### src/rtl/present80_pkg.sv
package present80_pkg;

  localparam int STATE_W = 64;
  localparam int KEY_W   = 80;
  localparam int CYCLES  = 32;
  localparam int CNT_W   = $clog2(CYCLES);
  localparam int NIB_N   = STATE_W / 4;
  localparam int RK_LO   = KEY_W - STATE_W;
  localparam int ROT_L   = 61;
  localparam int RC_LO   = 15;

  typedef enum logic [1:0] {
    CTL_IDLE = 2'd0,
    CTL_RUN  = 2'd1,
    CTL_HOLD = 2'd2
  } ctlState_t;

  typedef struct packed {
    logic             load;
    logic             round;
    logic             finish;
    logic             show;
    logic [CNT_W-1:0] roundNum;
  } dpCtrl_t;

  function automatic logic [3:0] sboxNib(input logic [3:0] x);
    logic [3:0] y;
    case (x)
      4'h0: y = 4'hC;
      4'h1: y = 4'h5;
      4'h2: y = 4'h6;
      4'h3: y = 4'hB;
      4'h4: y = 4'h9;
      4'h5: y = 4'h0;
      4'h6: y = 4'hA;
      4'h7: y = 4'hD;
      4'h8: y = 4'h3;
      4'h9: y = 4'hE;
      4'hA: y = 4'hF;
      4'hB: y = 4'h8;
      4'hC: y = 4'h4;
      4'hD: y = 4'h7;
      4'hE: y = 4'h1;
      default: y = 4'h2;
    endcase
    return y;
  endfunction

endpackage

### src/rtl/present80_ctrl.sv
module present80_ctrl
  import present80_pkg::*;
#(
  parameter int RUN_CYCLES = CYCLES
) (
  input  logic    clk,
  input  logic    rst,
  input  logic    start,
  output dpCtrl_t dpCtrl,
  output logic    ready
);

  localparam int CW = $clog2(RUN_CYCLES);
  localparam logic [CW-1:0] LAST = CW'(RUN_CYCLES - 1);

  ctlState_t ctlState, ctlNext;
  logic [CW-1:0] roundCnt, roundCntNext;

  always_ff @(posedge clk or posedge rst) begin
    if (rst) begin
      ctlState <= CTL_IDLE;
      roundCnt <= '0;
    end else begin
      ctlState <= ctlNext;
      roundCnt <= roundCntNext;
    end
  end

  always_comb begin
    ctlNext         = ctlState;
    roundCntNext    = roundCnt;
    dpCtrl          = '0;
    dpCtrl.roundNum = CNT_W'(roundCnt) + CNT_W'(1);
    unique case (ctlState)
      CTL_IDLE: begin
        dpCtrl.load  = 1'b1;
        roundCntNext = '0;
        if (start) ctlNext = CTL_RUN;
      end
      CTL_RUN: begin
        if (!start) begin
          ctlNext = CTL_IDLE;
        end else if (roundCnt == LAST) begin
          dpCtrl.finish = 1'b1;
          ctlNext       = CTL_HOLD;
        end else begin
          dpCtrl.round = 1'b1;
          roundCntNext = roundCnt + CW'(1);
        end
      end
      CTL_HOLD: begin
        dpCtrl.show = 1'b1;
        if (!start) ctlNext = CTL_IDLE;
      end
      default: ctlNext = CTL_IDLE;
    endcase
  end

  assign ready = (ctlState == CTL_HOLD);

endmodule

### src/rtl/present80_datapath.sv
module present80_datapath
  import present80_pkg::*;
(
  input  logic               clk,
  input  logic               rst,
  input  dpCtrl_t            dpCtrl,
  input  logic [KEY_W-1:0]   key,
  input  logic [STATE_W-1:0] plainText,
  output logic [STATE_W-1:0] cipherText
);

  logic [STATE_W-1:0] stateReg;
  logic [KEY_W-1:0]   keyReg;
  logic [STATE_W-1:0] roundKey;
  logic [STATE_W-1:0] mixed;
  logic [STATE_W-1:0] substituted;
  logic [STATE_W-1:0] permuted;
  logic [KEY_W-1:0]   keyRot;
  logic [KEY_W-1:0]   keyNext;

  assign roundKey = keyReg[KEY_W-1:RK_LO];
  assign mixed    = stateReg ^ roundKey;

  for (genvar n = 0; n < NIB_N; n++) begin : g_sbox
    assign substituted[4*n +: 4] = sboxNib(mixed[4*n +: 4]);
  end

  for (genvar b = 0; b < STATE_W - 1; b++) begin : g_perm
    assign permuted[(b * (STATE_W / 4)) % (STATE_W - 1)] = substituted[b];
  end
  assign permuted[STATE_W-1] = substituted[STATE_W-1];

  assign keyRot = {keyReg[KEY_W-ROT_L-1:0], keyReg[KEY_W-1:KEY_W-ROT_L]};

  always_comb begin
    keyNext = keyRot;
    keyNext[KEY_W-1:KEY_W-4] = sboxNib(keyRot[KEY_W-1:KEY_W-4]);
    keyNext[RC_LO +: CNT_W] = keyRot[RC_LO +: CNT_W] ^ dpCtrl.roundNum;
  end

  always_ff @(posedge clk or posedge rst) begin
    if (rst) begin
      stateReg <= '0;
      keyReg   <= '0;
    end else if (dpCtrl.load) begin
      stateReg <= plainText;
      keyReg   <= key;
    end else if (dpCtrl.round) begin
      stateReg <= permuted;
      keyReg   <= keyNext;
    end else if (dpCtrl.finish) begin
      stateReg <= mixed;
    end
  end

  assign cipherText = dpCtrl.show ? stateReg : '0;

endmodule

### src/rtl/present80_enc.sv
module present80_enc
  import present80_pkg::*;
(
  input  logic               clk,
  input  logic               rst,
  input  logic               start,
  input  logic [KEY_W-1:0]   key,
  input  logic [STATE_W-1:0] plainText,
  output logic [STATE_W-1:0] cipherText,
  output logic               ready
);

  dpCtrl_t dpCtrl;

  present80_ctrl #(.RUN_CYCLES(CYCLES)) u_ctrl (
    .clk    (clk),
    .rst    (rst),
    .start  (start),
    .dpCtrl (dpCtrl),
    .ready  (ready)
  );

  present80_datapath u_dp (
    .clk        (clk),
    .rst        (rst),
    .dpCtrl     (dpCtrl),
    .key        (key),
    .plainText  (plainText),
    .cipherText (cipherText)
  );

endmodule

### config.mk
export PLATFORM = sky130hd
export DESIGN_NAME = present80_enc
export DESIGN_NICKNAME = d
export VERILOG_FILES = /design/src/rtl/present80_pkg.sv /design/src/rtl/present80_ctrl.sv /design/src/rtl/present80_datapath.sv /design/src/rtl/present80_enc.sv
export SDC_FILE = /design/constraint.sdc
export NUM_CORES = 1
export LEC_CHECK = 0
export BUFFER_PORTS_ARGS = -buffer_cell sky130_fd_sc_hd__buf_2
export CORE_MARGIN = 2
export CORE_UTILIZATION = 53
export CTS_BUF_LIST = sky130_fd_sc_hd__clkbuf_8
export DETAILED_ROUTE_END_ITERATION = 8
export PLACE_DENSITY = 0.76
export SETUP_SLACK_MARGIN = 0.3
export SYNTH_ARGS = -nofsm -noshare
export SYNTH_HDL_FRONTEND = slang
export SYNTH_SLANG_ARGS = --single-unit
### constraint.sdc
create_clock -name clk -period 4.29 [get_ports clk]
set_clock_uncertainty 0.1 [all_clocks]
set_input_delay 0.429 -clock clk [delete_from_list [all_inputs] [get_ports clk]]
set_output_delay 0.429 -clock clk [all_outputs]
set_load 0.01 [all_outputs]
==> flow_summary_export.csv, run 1 <==
group,metric,value,unit
power,worst_ir_drop_vdd,0.306,mV
synthesis,yosysMostFrequentCell,"sky130_fd_sc_hd__nand2_1",
synthesis,synth-seq-cells,151,
die,dieHeight,153,µm
synthesis,synth_cell_type_count,62,
sta,min_period,3.25,ns
sta,max_freq,0.307,GHz
power,pwr-share-seq,0.307,
drt,detail_route.iter0.violations,1279,
layout,nFillCells,1982,
clock_network,h-tree-depth,4,
setup_path,critPathCaptureType,"flop",
drt,vias,11380,
grt,grt_pass1_wl,60300,µm
drt,vias_per_std_cell,6.24,
die,die_area,23500,µm²
clock_network,cts_repair_resize_count,0,
setup_path,critical_path_arrival,3.54,ns
clock_network,number_of_buffers_inserted_by_hold_repair_at_cts,0,
drt,drt_pass1_iterations,8,
clock_network,clk_pin_slew_worst_paths,0.10,ns
sta,fin_hold_ws,0.0369,ns
drt,wl_per_cell,21.2,µm
clock_network,clockRootBuffer,"sky130_fd_sc_hd__clkbuf_8",
sta,slew_headroom,0.212,
power,power.internal,4.46,mW
grt,grt_antenna_before_repair,1,
synthesis,netlist_top_cells_count,"sky130_fd_sc_hd__nand2_1 (179), sky130_fd_sc_hd__dfrtp_1 (151), sky130_fd_sc_hd__inv_1 (107)",
synthesis,mappedNetlistNets,1577,
layout,nNetsFinal,1735,
drt,antenna_left,0,
grt,via_count_of_the_first_global_routing_pass,10568,
layout,fraction_of_layout_instances_using_a_drive_strength_above_1,0.206,
clock_network,cts-root-to-sink-buffers,2,
synthesis,synthesis.area_per_instance,8.60,µm²
synthesis,synthesis.area,11800,µm²
clock_network,cts_post_setup_buffers_inserted,0,
place,post_dp_cell_area,13100,µm²
power,leakagePower,6.34,nW
die,initial_core_util,0.540,
setup_path,critical_path_class,"flop to flop",
clock_network,cts_tree,"yes",
sta,timing.setup.tns,0,ns
drt,drt_wl_total,38600,µm
synthesis,yosys.area.top_type,"sky130_fd_sc_hd__dfrtp_1",
place,hpwl,28300,µm
power,clockPowerShare,0.142,
flow_run,max_cap_violations,0,
synthesis,synth_warnings,0,
status,outcome,"complete, no violations",
sta,setup_repair_after_global_routing_missed_its_margin,"no",
sta,setup-violations-final,0,
synthesis,synth_enable_flop_cells,0,
sta,final_hold_viol_count,0,
power,swShare,0.473,
setup_path,reg2reg_depth,7,
synthesis,async_reset_ff_frac,1.00,
setup_path,worst-r2r-setup-slack,1.04,ns
setup_path,cp_data_required_time,4.58,ns
synthesis,yosysTopAreaCellShare,0.319,
die,core_area,21900,µm²
layout,utilization,0.615,
die,floorplan.die.width,153,µm
worst_hold_path,hold_path_class,"primary input to async pin",
layout,antenna_cells_inserted,0,
power,combPwrFrac,0.551,
sta,final_min_period_over_clock_period,0.758,
setup_path,timing.critical_path.fanout_max,40,
clock_network,worst_skew_pair.late_latency,0.49,ns
die,rows,54,
drt,drcViolationCount,0,
synthesis,sequential_fraction_of_the_synthesis_area,0.319,
power,total_switching_power,4.01,mW
layout,finalInstanceArea,13500,µm²
synthesis,synth.top_cells.by_area,"sky130_fd_sc_hd__dfrtp_1 (32%), sky130_fd_sc_hd__ha_1 (5.8%), sky130_fd_sc_hd__nand2_1 (5.7%), sky130_fd_sc_hd__a31oi_1 (5.2%), sky130_fd_sc_hd__mux4_2 (4.2%)",
power,powerDensity,629,nW/µm²
setup_path,worstSetupStartpointType,"flop",
clock_network,tritoncts.num_buffers,17,
die,floorplan.io_pins,212,
grt,grt_util_all_layers,0.327,
sta,tightest_slew,1.18,ns
layout,area.growth.synth_to_final,13.8,%
place,port_buffers,211,
sta,slew_viol_final,0,
grt,grt_overflow_total,0,
place,gp_congestion,0.925,
synthesis,dominantRegCellSynth,"sky130_fd_sc_hd__dfrtp_1",
synthesis,synth_instances,1375,
grt,grt_max_degree,69,
clock_network,sink_count_of_the_clock_tree,151,
==> final cells by class <==
class / instances / area [µm²] / share of cell area
sequential: 151 / 3780 / 0.281
multi-input combinational: 1025 / 7260 / 0.540
inverter: 107 / 405 / 0.0301
timing repair buffer: 231 / 1260 / 0.0933
tap: 280 / 350 / 0.0260
clock buffer: 18 / 248 / 0.0184
clock inverter: 13 / 159 / 0.0118
==> metrics by stage <==
stage                     setup WS, ns  power (mW)  std cells
after floorplan                   1.86        5.81       1375
after global placement            1.22        7.00       1794
after detailed placement          1.14        7.15       1794
after CTS                         1.11        8.35       1825
after global routing             0.881        9.05       1825
final                             1.04        8.46       1825
==> critical path: stages, from the launching register on <==
cell,delay (ns)
sky130_fd_sc_hd__dfrtp_1,0.43
sky130_fd_sc_hd__ha_1,0.24
sky130_fd_sc_hd__and3_1,0.19
sky130_fd_sc_hd__ha_1,0.63
sky130_fd_sc_hd__or3b_2,0.71
sky130_fd_sc_hd__buf_4,0.51
sky130_fd_sc_hd__nand2_1,0.12
sky130_fd_sc_hd__a31oi_1,0.22
==> sequential cells by signal, summed over array words and instances, names as in the netlist <==
register	count
u_dp.keyReg	80
u_dp.stateReg	64
u_ctrl.roundCnt	5
u_ctrl.ctlState	2
==> power by group through the flow <==
stage / Clock, mW / Combinational, mW / Sequential, mW
final: 1.20 / 4.67 / 2.60
after global routing: 1.26 / 5.16 / 2.63
after CTS: 1.19 / 4.60 / 2.56
after detailed placement: 0 / 4.57 / 2.58
after global placement: 0 / 4.43 / 2.57
after floorplan: 0 / 3.53 / 2.28
==> path summary, 6_finish.rpt <==
| check | startpoint | to |
|---|---|---|
| max in group asynchronous | rst | u_dp.keyReg[5]$_DFFE_PP0P_ |
| setup / recovery | u_ctrl.roundCnt[0]$_DFFE_PP0P_ | u_dp.keyReg[74]$_DFFE_PP0P_ |
| min in group clk | plainText[60] | u_dp.stateReg[60]$_DFFE_PP0P_ |
| setup reg to reg | u_ctrl.roundCnt[0]$_DFFE_PP0P_ | u_dp.keyReg[74]$_DFFE_PP0P_ |
| hold / removal | rst | u_dp.keyReg[58]$_DFFE_PP0P_ |
| hold reg to reg | u_dp.keyReg[9]$_DFFE_PP0P_ | u_dp.keyReg[70]$_DFFE_PP0P_ |
==> logic make-up (layout without fill, tap and decap cells) <==
group / after synthesis / in the layout / share of synthesized area
AND/OR/NAND/NOR: 470 / 470 / 0.194
AO/OA/AOI/OAI: 324 / 324 / 0.171
buffers and inverters: 199 / 369 / 0.0697
flip-flops: 151 / 151 / 0.319
XOR/XNOR: 101 / 101 / 0.0887
multiplexers: 75 / 75 / 0.0994
adder cells (fa/ha/maj): 55 / 55 / 0.0582
==> layer usage <==
metal  track usage  share of wire
met5             0              0
met4         0.151          0.049
met3        0.0516          0.089
met2         0.494           0.45
met1         0.466           0.41
==> cells in the final DEF (no fill, tap or decap), drive strengths merged, types with 11 or more instances in the layout <==
cell type / instances
and2: 77
nand2b: 12
nand3b: 16
nor3b: 21
ha: 55
mux2i: 41
dfrtp: 151
inv: 113
nor2: 93
xnor2: 34
or3: 11
mux4: 31
xor2: 67
clkbuf: 18
a31oi: 98
o21ai: 91
a21oi: 55
nand2: 179
o211ai: 16
a32oi: 11
a32o: 14
nand3: 42
buf: 231
No activity file was read; power rests on OpenSTA's default activity.
==> run 2, diff against run 1 <==
--- a/config.mk
+++ b/config.mk
@@ -5,9 +5,10 @@
 export SDC_FILE = /design/constraint.sdc
 export NUM_CORES = 1
 export LEC_CHECK = 0
+export ABC_AREA = 1
 export BUFFER_PORTS_ARGS = -buffer_cell sky130_fd_sc_hd__buf_2
 export CORE_MARGIN = 2
-export CORE_UTILIZATION = 53
+export CORE_UTILIZATION = 55
 export CTS_BUF_LIST = sky130_fd_sc_hd__clkbuf_8
 export DETAILED_ROUTE_END_ITERATION = 8
 export PLACE_DENSITY = 0.76
==> constraint.sdc (replaced) <==
create_clock -name clk -period 3.4 [get_ports clk]
set_clock_uncertainty 0.1 [all_clocks]
set_input_delay 0.34 -clock clk [delete_from_list [all_inputs] [get_ports clk]]
set_output_delay 0.34 -clock clk [all_outputs]
set_load 0.01 [all_outputs]
==> flow_summary_export.csv, run 2 <==
group,metric,value,unit
drt,met3_length,4340,µm
place,gp_congestion,0.966,
drt,drt_wl_total,44400,µm
synthesis,yosysTopAreaCellShare,0.311,
layout,utilization,0.644,
synthesis,synth-compound-area-share,0.113,
synthesis,synth.top_cells.by_area,"sky130_fd_sc_hd__dfrtp_1 (31%), sky130_fd_sc_hd__nand2_1 (24%), sky130_fd_sc_hd__inv_1 (7.6%), sky130_fd_sc_hd__nor2_1 (7.3%), sky130_fd_sc_hd__nand3_1 (5.9%)",
clock_network,cts-root-to-sink-buffers,2,
grt,grt_pass1_wl,68900,µm
layout,register_with_the_most_flip_flops,"u_dp.keyReg",
drt,highest_layer,"met4",
layout,final_cell_mix,"sky130_fd_sc_hd__nand2_1 (791), sky130_fd_sc_hd__inv_1 (244), sky130_fd_sc_hd__nor2_1 (235), sky130_fd_sc_hd__buf_2 (211), sky130_fd_sc_hd__dfrtp_1 (151)",
layout,nNetsFinal,2410,
setup_path,critical_path_arrival,3.15,ns
grt,grt_max_degree,174,
synthesis,yosys.area.top_type,"sky130_fd_sc_hd__dfrtp_1",
drt,detail_route.iter0.violations,1324,
layout,area.growth.synth_to_final,15.1,%
layout,antenna_cells_inserted,0,
drt,antenna_left,0,
worst_hold_path,hold_path_class,"primary input to flop",
layout,nFillCells,2134,
grt,grt_antenna_before_repair,0,
layout,multi_input_area,7060,µm²
layout,finalInstanceArea,14000,µm²
setup_path,reg2reg_depth,11,
setup_path,cp-endpoint,"u_dp.keyReg[32]$_DFFE_PP0P_",
die,dieHeight,153,µm
place,place_worst_setup_slack,0.466,ns
clock_network,h-tree-depth,4,
sta,fin_hold_ws,0.00681,ns
synthesis,synth_cell_type_count,31,
synthesis,netlist_top_cells_count,"sky130_fd_sc_hd__nand2_1 (791), sky130_fd_sc_hd__inv_1 (247), sky130_fd_sc_hd__nor2_1 (235)",
synthesis,main_combinational_cell_family_by_area_after_synthesis,"simple AND/OR/NAND/NOR gates",
layout,largest_register_ffs,80,
setup_path,r2r_start,"u_ctrl.roundCnt[0]$_DFFE_PP0P_",
place,post_dp_cell_area,13400,µm²
sta,slew_viol_final,0,
grt,grt_overflow_total,0,
drt,drcViolationCount,0,
synthesis,synth_warnings,0,
drt,vias,13717,
clock_network,tritoncts.num_buffers,17,
die,initial_core_util,0.559,
setup_path,worst-r2r-setup-slack,0.50,ns
power,leakagePower,7.88,nW
clock_network,cts_tree,"yes",
setup_path,crit_path_max_incr_delay,0.49,ns
clock_network,clockRootBuffer,"sky130_fd_sc_hd__clkbuf_8",
sta,min_period,2.90,ns
sta,worst_slack,0.497,ns
flow_run,max_cap_violations,0,
synthesis,synthesis.area_per_instance,6.03,µm²
clock_network,sink_count_of_the_clock_tree,151,
sta,setup_repair_after_global_routing_missed_its_margin,"no",
drt,drt-met1-wl,18000,µm
layout,sequential_cell_area,3780,µm²
drt,drt_pass1_iterations,7,
layout,largest_registers,"u_dp.keyReg: 80 flops, u_dp.stateReg: 64 flops, u_ctrl.roundCnt: 5 flops",
synthesis,sequential_fraction_of_the_synthesis_area,0.311,
drt,route.met2.wl,20000,µm
synthesis,synth_enable_flop_cells,0,
place,hpwl,33000,µm
synthesis,synthesized_area_fraction_occupied_by_adder_cells,0.0566,
place,port_buffers,211,
grt,via_count_of_the_first_global_routing_pass,12372,
sta,final_min_period_over_clock_period,0.854,
synthesis,dominantRegCellSynth,"sky130_fd_sc_hd__dfrtp_1",
sta,tightest_slew,0.960,ns
status,outcome,"complete, no violations",
power,powerDensity,671,nW/µm²
grt,grt_util_all_layers,0.377,
sta,slew_headroom,0.359,
synthesis,mappedNetlistNets,2218,
drt,wl_per_cell,17.8,µm
synthesis,post_synth_and_or_nand_nor_area_fraction,0.398,
layout,commonest_non_fill_non_tap_cell_in_the_layout,"sky130_fd_sc_hd__nand2_1",
synthesis,synthesis.area,12200,µm²
die,floorplan.io_pins,212,
drt,vias_per_std_cell,5.49,
synthesis,yosysMostFrequentCell,"sky130_fd_sc_hd__nand2_1",
die,die_area,23300,µm²
setup_path,critPathCaptureType,"flop",
layout,fraction_of_layout_instances_using_a_drive_strength_above_1,0.127,
setup_path,timing.critical_path.fanout_max,51,
setup_path,setup.worst_path.start,"u_ctrl.roundCnt[0]$_DFFE_PP0P_",
setup_path,crit_path_top_delay_cell,"sky130_fd_sc_hd__buf_4",
die,rows,54,
setup_path,cp_data_required_time,3.64,ns
sta,setup-violations-final,0,
sta,max_freq,0.344,GHz
sta,final_hold_viol_count,0,
synthesis,synth-seq-cells,151,
power,worst_ir_drop_vdd,0.313,mV
setup_path,worstSetupStartpointType,"flop",
clock_network,clk_pin_slew_worst_paths,0.09,ns
setup_path,critical_register_to_register_path_endpoint,"u_dp.keyReg[32]$_DFFE_PP0P_",
setup_path,path_common_cell,"sky130_fd_sc_hd__ha_1",
synthesis,synthesized_area_fraction_occupied_by_xor_and_xnor_cells,0.0122,
die,floorplan.die.width,153,µm
clock_network,worst_skew_pair.late_latency,0.48,ns
die,core_area,21800,µm²
setup_path,cells_along_the_critical_path,"ha_1 > nand2_1 > nor2_1 > ha_1 > inv_1 > nand3_4 > buf_4 > buf_6 > nor3_1 > a21oi_1 > o21ai_0",
synthesis,async_reset_ff_frac,1.00,
synthesis,synth_instances,2016,
synthesis,post_synth_mux_area_share,0,
setup_path,critical_path_class,"flop to flop",
sta,timing.setup.tns,0,ns
## run 2: changes by cell type after synthesis, sizes merged, moves of 59 or more
| cell | change |
|---|---|
| nor2 | +145 |
| xor2 | -59 |
| inv | +144 |
| a31oi | -98 |
| and2 | -77 |
| nand3 | +103 |
| nand2 | +613 |
## run 2: report_power, final
group,internal [mW],switching [mW]
clock network,0.549,0.805
logic,1.70,3.68
registers,2.26,0.394
## run 2: layout make-up
cell class	count	share of cell area
clock buffers	19	0.0187
inverters	251	0.0676
multi-input cells	1533	0.504
well taps	280	0.0250
clock inverters	12	0.00688
flip-flops and latches	151	0.270
repair buffers	254	0.108
## run 2: how the worst min path moves through the flow
stage                     cells past startpoint  slack (ns)                        endpoint                           start
after floorplan                               2        0.36  u_ctrl.roundCnt[4]$_DFFE_PP0P_  u_ctrl.roundCnt[4]$_DFFE_PP0P_
after global placement                        2        0.37     u_dp.keyReg[12]$_DFFE_PP0P_     u_dp.keyReg[12]$_DFFE_PP0P_
after detailed placement                      2        0.38     u_dp.keyReg[12]$_DFFE_PP0P_     u_dp.keyReg[12]$_DFFE_PP0P_
after CTS                                     3      0.0002     u_dp.keyReg[43]$_DFFE_PP0P_                         key[43]
after global routing                          3        0.01      u_dp.keyReg[9]$_DFFE_PP0P_                          key[9]
final                                         3       0.007      u_dp.keyReg[4]$_DFFE_PP0P_                          key[4]
## run 2: cells by family after synthesis
group                      count (synthesis)
buffers and inverters                    332
and+or+nand+nor                         1214
AOI/OAI and AO/OA                        247
DFF                                      151
xor gates and xnor gates                  17
adders and majority gates                 55
## run 2: worst max-delay path: cells and delay by family (launching register included)
kind,cells,cell delay [ns]
AND/OR/NAND/NOR,4,0.39
AO/OA/AOI/OAI,2,0.30
buffers and inverters,3,1.07
adder cells (fa/ha/maj),2,0.46
flip-flops,1,0.42
## run 2: timing repair
action                                 CTS  global route
resized for setup                        0             1
setup endpoints to repair                0            25
endpoints found under the hold margin   47             0
setup buffers                            0             0
hold buffers                            20             0
## run 2: metal layers
metal | vias to the layer above | global-route usage
met2 | 668 | 0.592
met1 | 6259 | 0.510
met4 | 0 | 0.157
li1 | 6693 | -
met3 | 97 | 0.0737
met5 | - | 0
## run 2: stage by stage
step | power, mW | instances
2_1_floorplan | 6.49 | 2016
3_3_place_gp | 7.84 | 2449
3_5_place_dp | 7.92 | 2449
4_1_cts | 9.29 | 2500
5_1_grt | 10.3 | 2500
6_report | 9.39 | 2500
==> run 3, diff against run 2 <==
--- a/config.mk
+++ b/config.mk
@@ -13,6 +13,8 @@
 export DETAILED_ROUTE_END_ITERATION = 8
 export PLACE_DENSITY = 0.76
 export SETUP_SLACK_MARGIN = 0.3
+export SLEW_MARGIN = 20
 export SYNTH_ARGS = -nofsm -noshare
 export SYNTH_HDL_FRONTEND = slang
 export SYNTH_SLANG_ARGS = --single-unit
+export TNS_END_PERCENT = 10
==> constraint.sdc (replaced) <==
create_clock -name clk -period 3.1 [get_ports clk]
set_clock_uncertainty 0.1 [all_clocks]
set_input_delay 0.31 -clock clk [delete_from_list [all_inputs] [get_ports clk]]
set_output_delay 0.31 -clock clk [all_outputs]
set_load 0.01 [all_outputs]
==> flow_summary_export.csv, run 3 (synthesis results as in run 2) <==
group,metric,value,unit
status,outcome,"complete, no violations",
place,post_dp_cell_area,13500,µm²
layout,final_cell_mix,"sky130_fd_sc_hd__nand2_1 (791), sky130_fd_sc_hd__inv_1 (244), sky130_fd_sc_hd__nor2_1 (235), sky130_fd_sc_hd__buf_2 (211), sky130_fd_sc_hd__dfrtp_1 (151)",
sta,fin_hold_ws,0.0164,ns
setup_path,cp_data_required_time,3.32,ns
layout,fraction_of_layout_instances_using_a_drive_strength_above_1,0.126,
place,hpwl,32900,µm
power,p_total,10.6,mW
layout,utilization,0.662,
clock_network,clockRootBuffer,"sky130_fd_sc_hd__clkbuf_8",
flow_run,max_cap_violations,0,
grt,grt_max_degree,116,
die,floorplan.die.width,153,µm
sta,final_hold_viol_count,0,
setup_path,crit_path_top_delay_cell,"sky130_fd_sc_hd__inv_2",
die,floorplan.io_pins,212,
drt,vias_per_std_cell,5.53,
die,initial_core_util,0.559,
setup_path,setup.worst_path.start,"u_ctrl.roundCnt[0]$_DFFE_PP0P_",
drt,vias,13986,
layout,finalInstanceArea,14400,µm²
grt,grt_overflow_total,0,
layout,nNetsFinal,2439,
clock_network,tritoncts.num_buffers,17,
setup_path,r2r_start,"u_ctrl.roundCnt[0]$_DFFE_PP0P_",
clock_network,cts_tree,"yes",
drt,drcViolationCount,0,
sta,worst_slack,0.464,ns
clock_network,h-tree-depth,4,
grt,via_count_of_the_first_global_routing_pass,12984,
layout,commonest_non_fill_non_tap_cell_in_the_layout,"sky130_fd_sc_hd__nand2_1",
setup_path,crit_path_max_incr_delay,0.47,ns
sta,final_min_period_over_clock_period,0.850,
layout,nFillCells,2016,
place,port_buffers,211,
place,gp_congestion,0.948,
setup_path,cells_along_the_critical_path,"ha_1 > nand2_1 > nor2_1 > ha_1 > inv_1 > nand3_4 > inv_2 > nor2_8 > inv_2 > buf_12 > o21ai_0",
die,die_area,23300,µm²
place,dp.cells,2450,
setup_path,critPathCaptureType,"flop",
setup_path,critical_path_class,"flop to flop",
setup_path,timing.critical_path.fanout_max,25,
power,powerDensity,737,nW/µm²
sta,min_period,2.64,ns
die,core_area,21800,µm²
layout,largest_registers,"u_dp.keyReg: 80 flops, u_dp.stateReg: 64 flops, u_ctrl.roundCnt: 5 flops",
die,dieHeight,153,µm
grt,grt_util_all_layers,0.379,
power,leakagePower,8.06,nW
clock_network,cts-root-to-sink-buffers,2,
grt,grt_pass1_wl,69800,µm
setup_path,critical_path_arrival,2.86,ns
drt,drt_wl_total,44800,µm
drt,wl_per_cell,17.7,µm
layout,area.growth.synth_to_final,18.5,%
sta,setup-violations-final,0,
layout,stdcell_count,2530,
sta,tightest_slew,0.627,ns
sta,slew_headroom,0.581,
grt,grt_antenna_before_repair,0,
drt,detail_route.iter0.violations,1303,
clock_network,cts_repair_resize_count,0,
place,place_worst_setup_slack,0.514,ns
worst_hold_path,hold_path_depth,3,
drt,drt_pass1_iterations,6,
sta,setup_repair_after_global_routing_missed_its_margin,"no",
sta,max_freq,0.379,GHz
layout,register_with_the_most_flip_flops,"u_dp.keyReg",
sta,timing.setup.tns,0,ns
power,worst_ir_drop_vdd,0.376,mV
layout,antenna_cells_inserted,0,
die,rows,54,
drt,antenna_left,0,
clock_network,clk_pin_slew_worst_paths,0.10,ns
sta,slew_viol_final,0,
clock_network,sink_count_of_the_clock_tree,151,
setup_path,worst-r2r-setup-slack,0.46,ns
clock_network,worst_skew_pair.late_latency,0.48,ns
setup_path,critical_register_to_register_path_endpoint,"u_dp.keyReg[53]$_DFFE_PP0P_",
clock_network,cts_post_setup_buffers_inserted,0,
setup_path,worstSetupStartpointType,"flop",
worst_hold_path,hold_path_class,"primary input to flop",
setup_path,reg2reg_depth,11,
layout,largest_register_ffs,80,
worst_hold_path,timing.hold.worst_endpoint,"u_dp.keyReg[70]$_DFFE_PP0P_",
worst_hold_path,timing.hold.worst.start,"key[70]",
-- run 3: cell types whose count changed in the layout (fill, tap and decap cells not counted), sizes merged --
| cell | before | now |
|---|---|---|
| bufinv | 0 | 3 |
| clkinv | 2 | 5 |
| inv | 253 | 251 |
| buf | 234 | 235 |
| clkinvlp | 8 | 5 |
| dlygate4sd3 | 20 | 48 |
-- run 3: routing by layer --
layer	track usage	part of all wire	vias up
li1	-	-	6743
met1	0.510	0.42	6470
met2	0.609	0.46	670
met3	0.0557	0.077	103
met4	0.168	0.046	0
met5	0	0	-
-- run 3: cell type report --
class,count,area (µm²),share of cell area
clock inverters,13,169,0.0117
multi-input cells,1533,7060,0.490
flip-flops and latches,151,3780,0.262
repair buffers,283,1840,0.128
inverters,251,947,0.0657
clock buffers,19,262,0.0181
well taps,280,350,0.0243
-- run 3: report_power, final --
part	leakage (nW)	internal (mW)	switching [mW]	total (mW)
combinational	6.03	1.90	4.07	5.97
clock	0.205	0.846	0.886	1.73
sequential	1.82	2.48	0.445	2.92
-- run 3: timing repair --
action,in CTS,in global routing
hold buffers,47,1
endpoints found under the hold margin,62,1
setup endpoints to repair,0,0
-- run 3: worst max-delay path by stage --
stage                                     endpoint  depth (start not counted)  slack (ns)
floorplan           u_ctrl.ctlState[0]$_DFFE_PP0P_                          1        0.79
global placement       u_dp.keyReg[36]$_DFFE_PP0P_                         11        0.57
detailed placement     u_dp.keyReg[37]$_DFFE_PP0P_                         11        0.51
CTS                    u_dp.keyReg[37]$_DFFE_PP0P_                         11        0.50
global route           u_dp.keyReg[37]$_DFFE_PP0P_                         11        0.33
finish                 u_dp.keyReg[53]$_DFFE_PP0P_                         11        0.46
-- run 3: critical path: cells and delay by family, from the launching register on --
kind            cells  cell delay (ns)
compound gates      1             0.11
fa+ha+maj           2             0.47
buf+inv             4             1.00
flops               1             0.44
simple gates        4             0.35
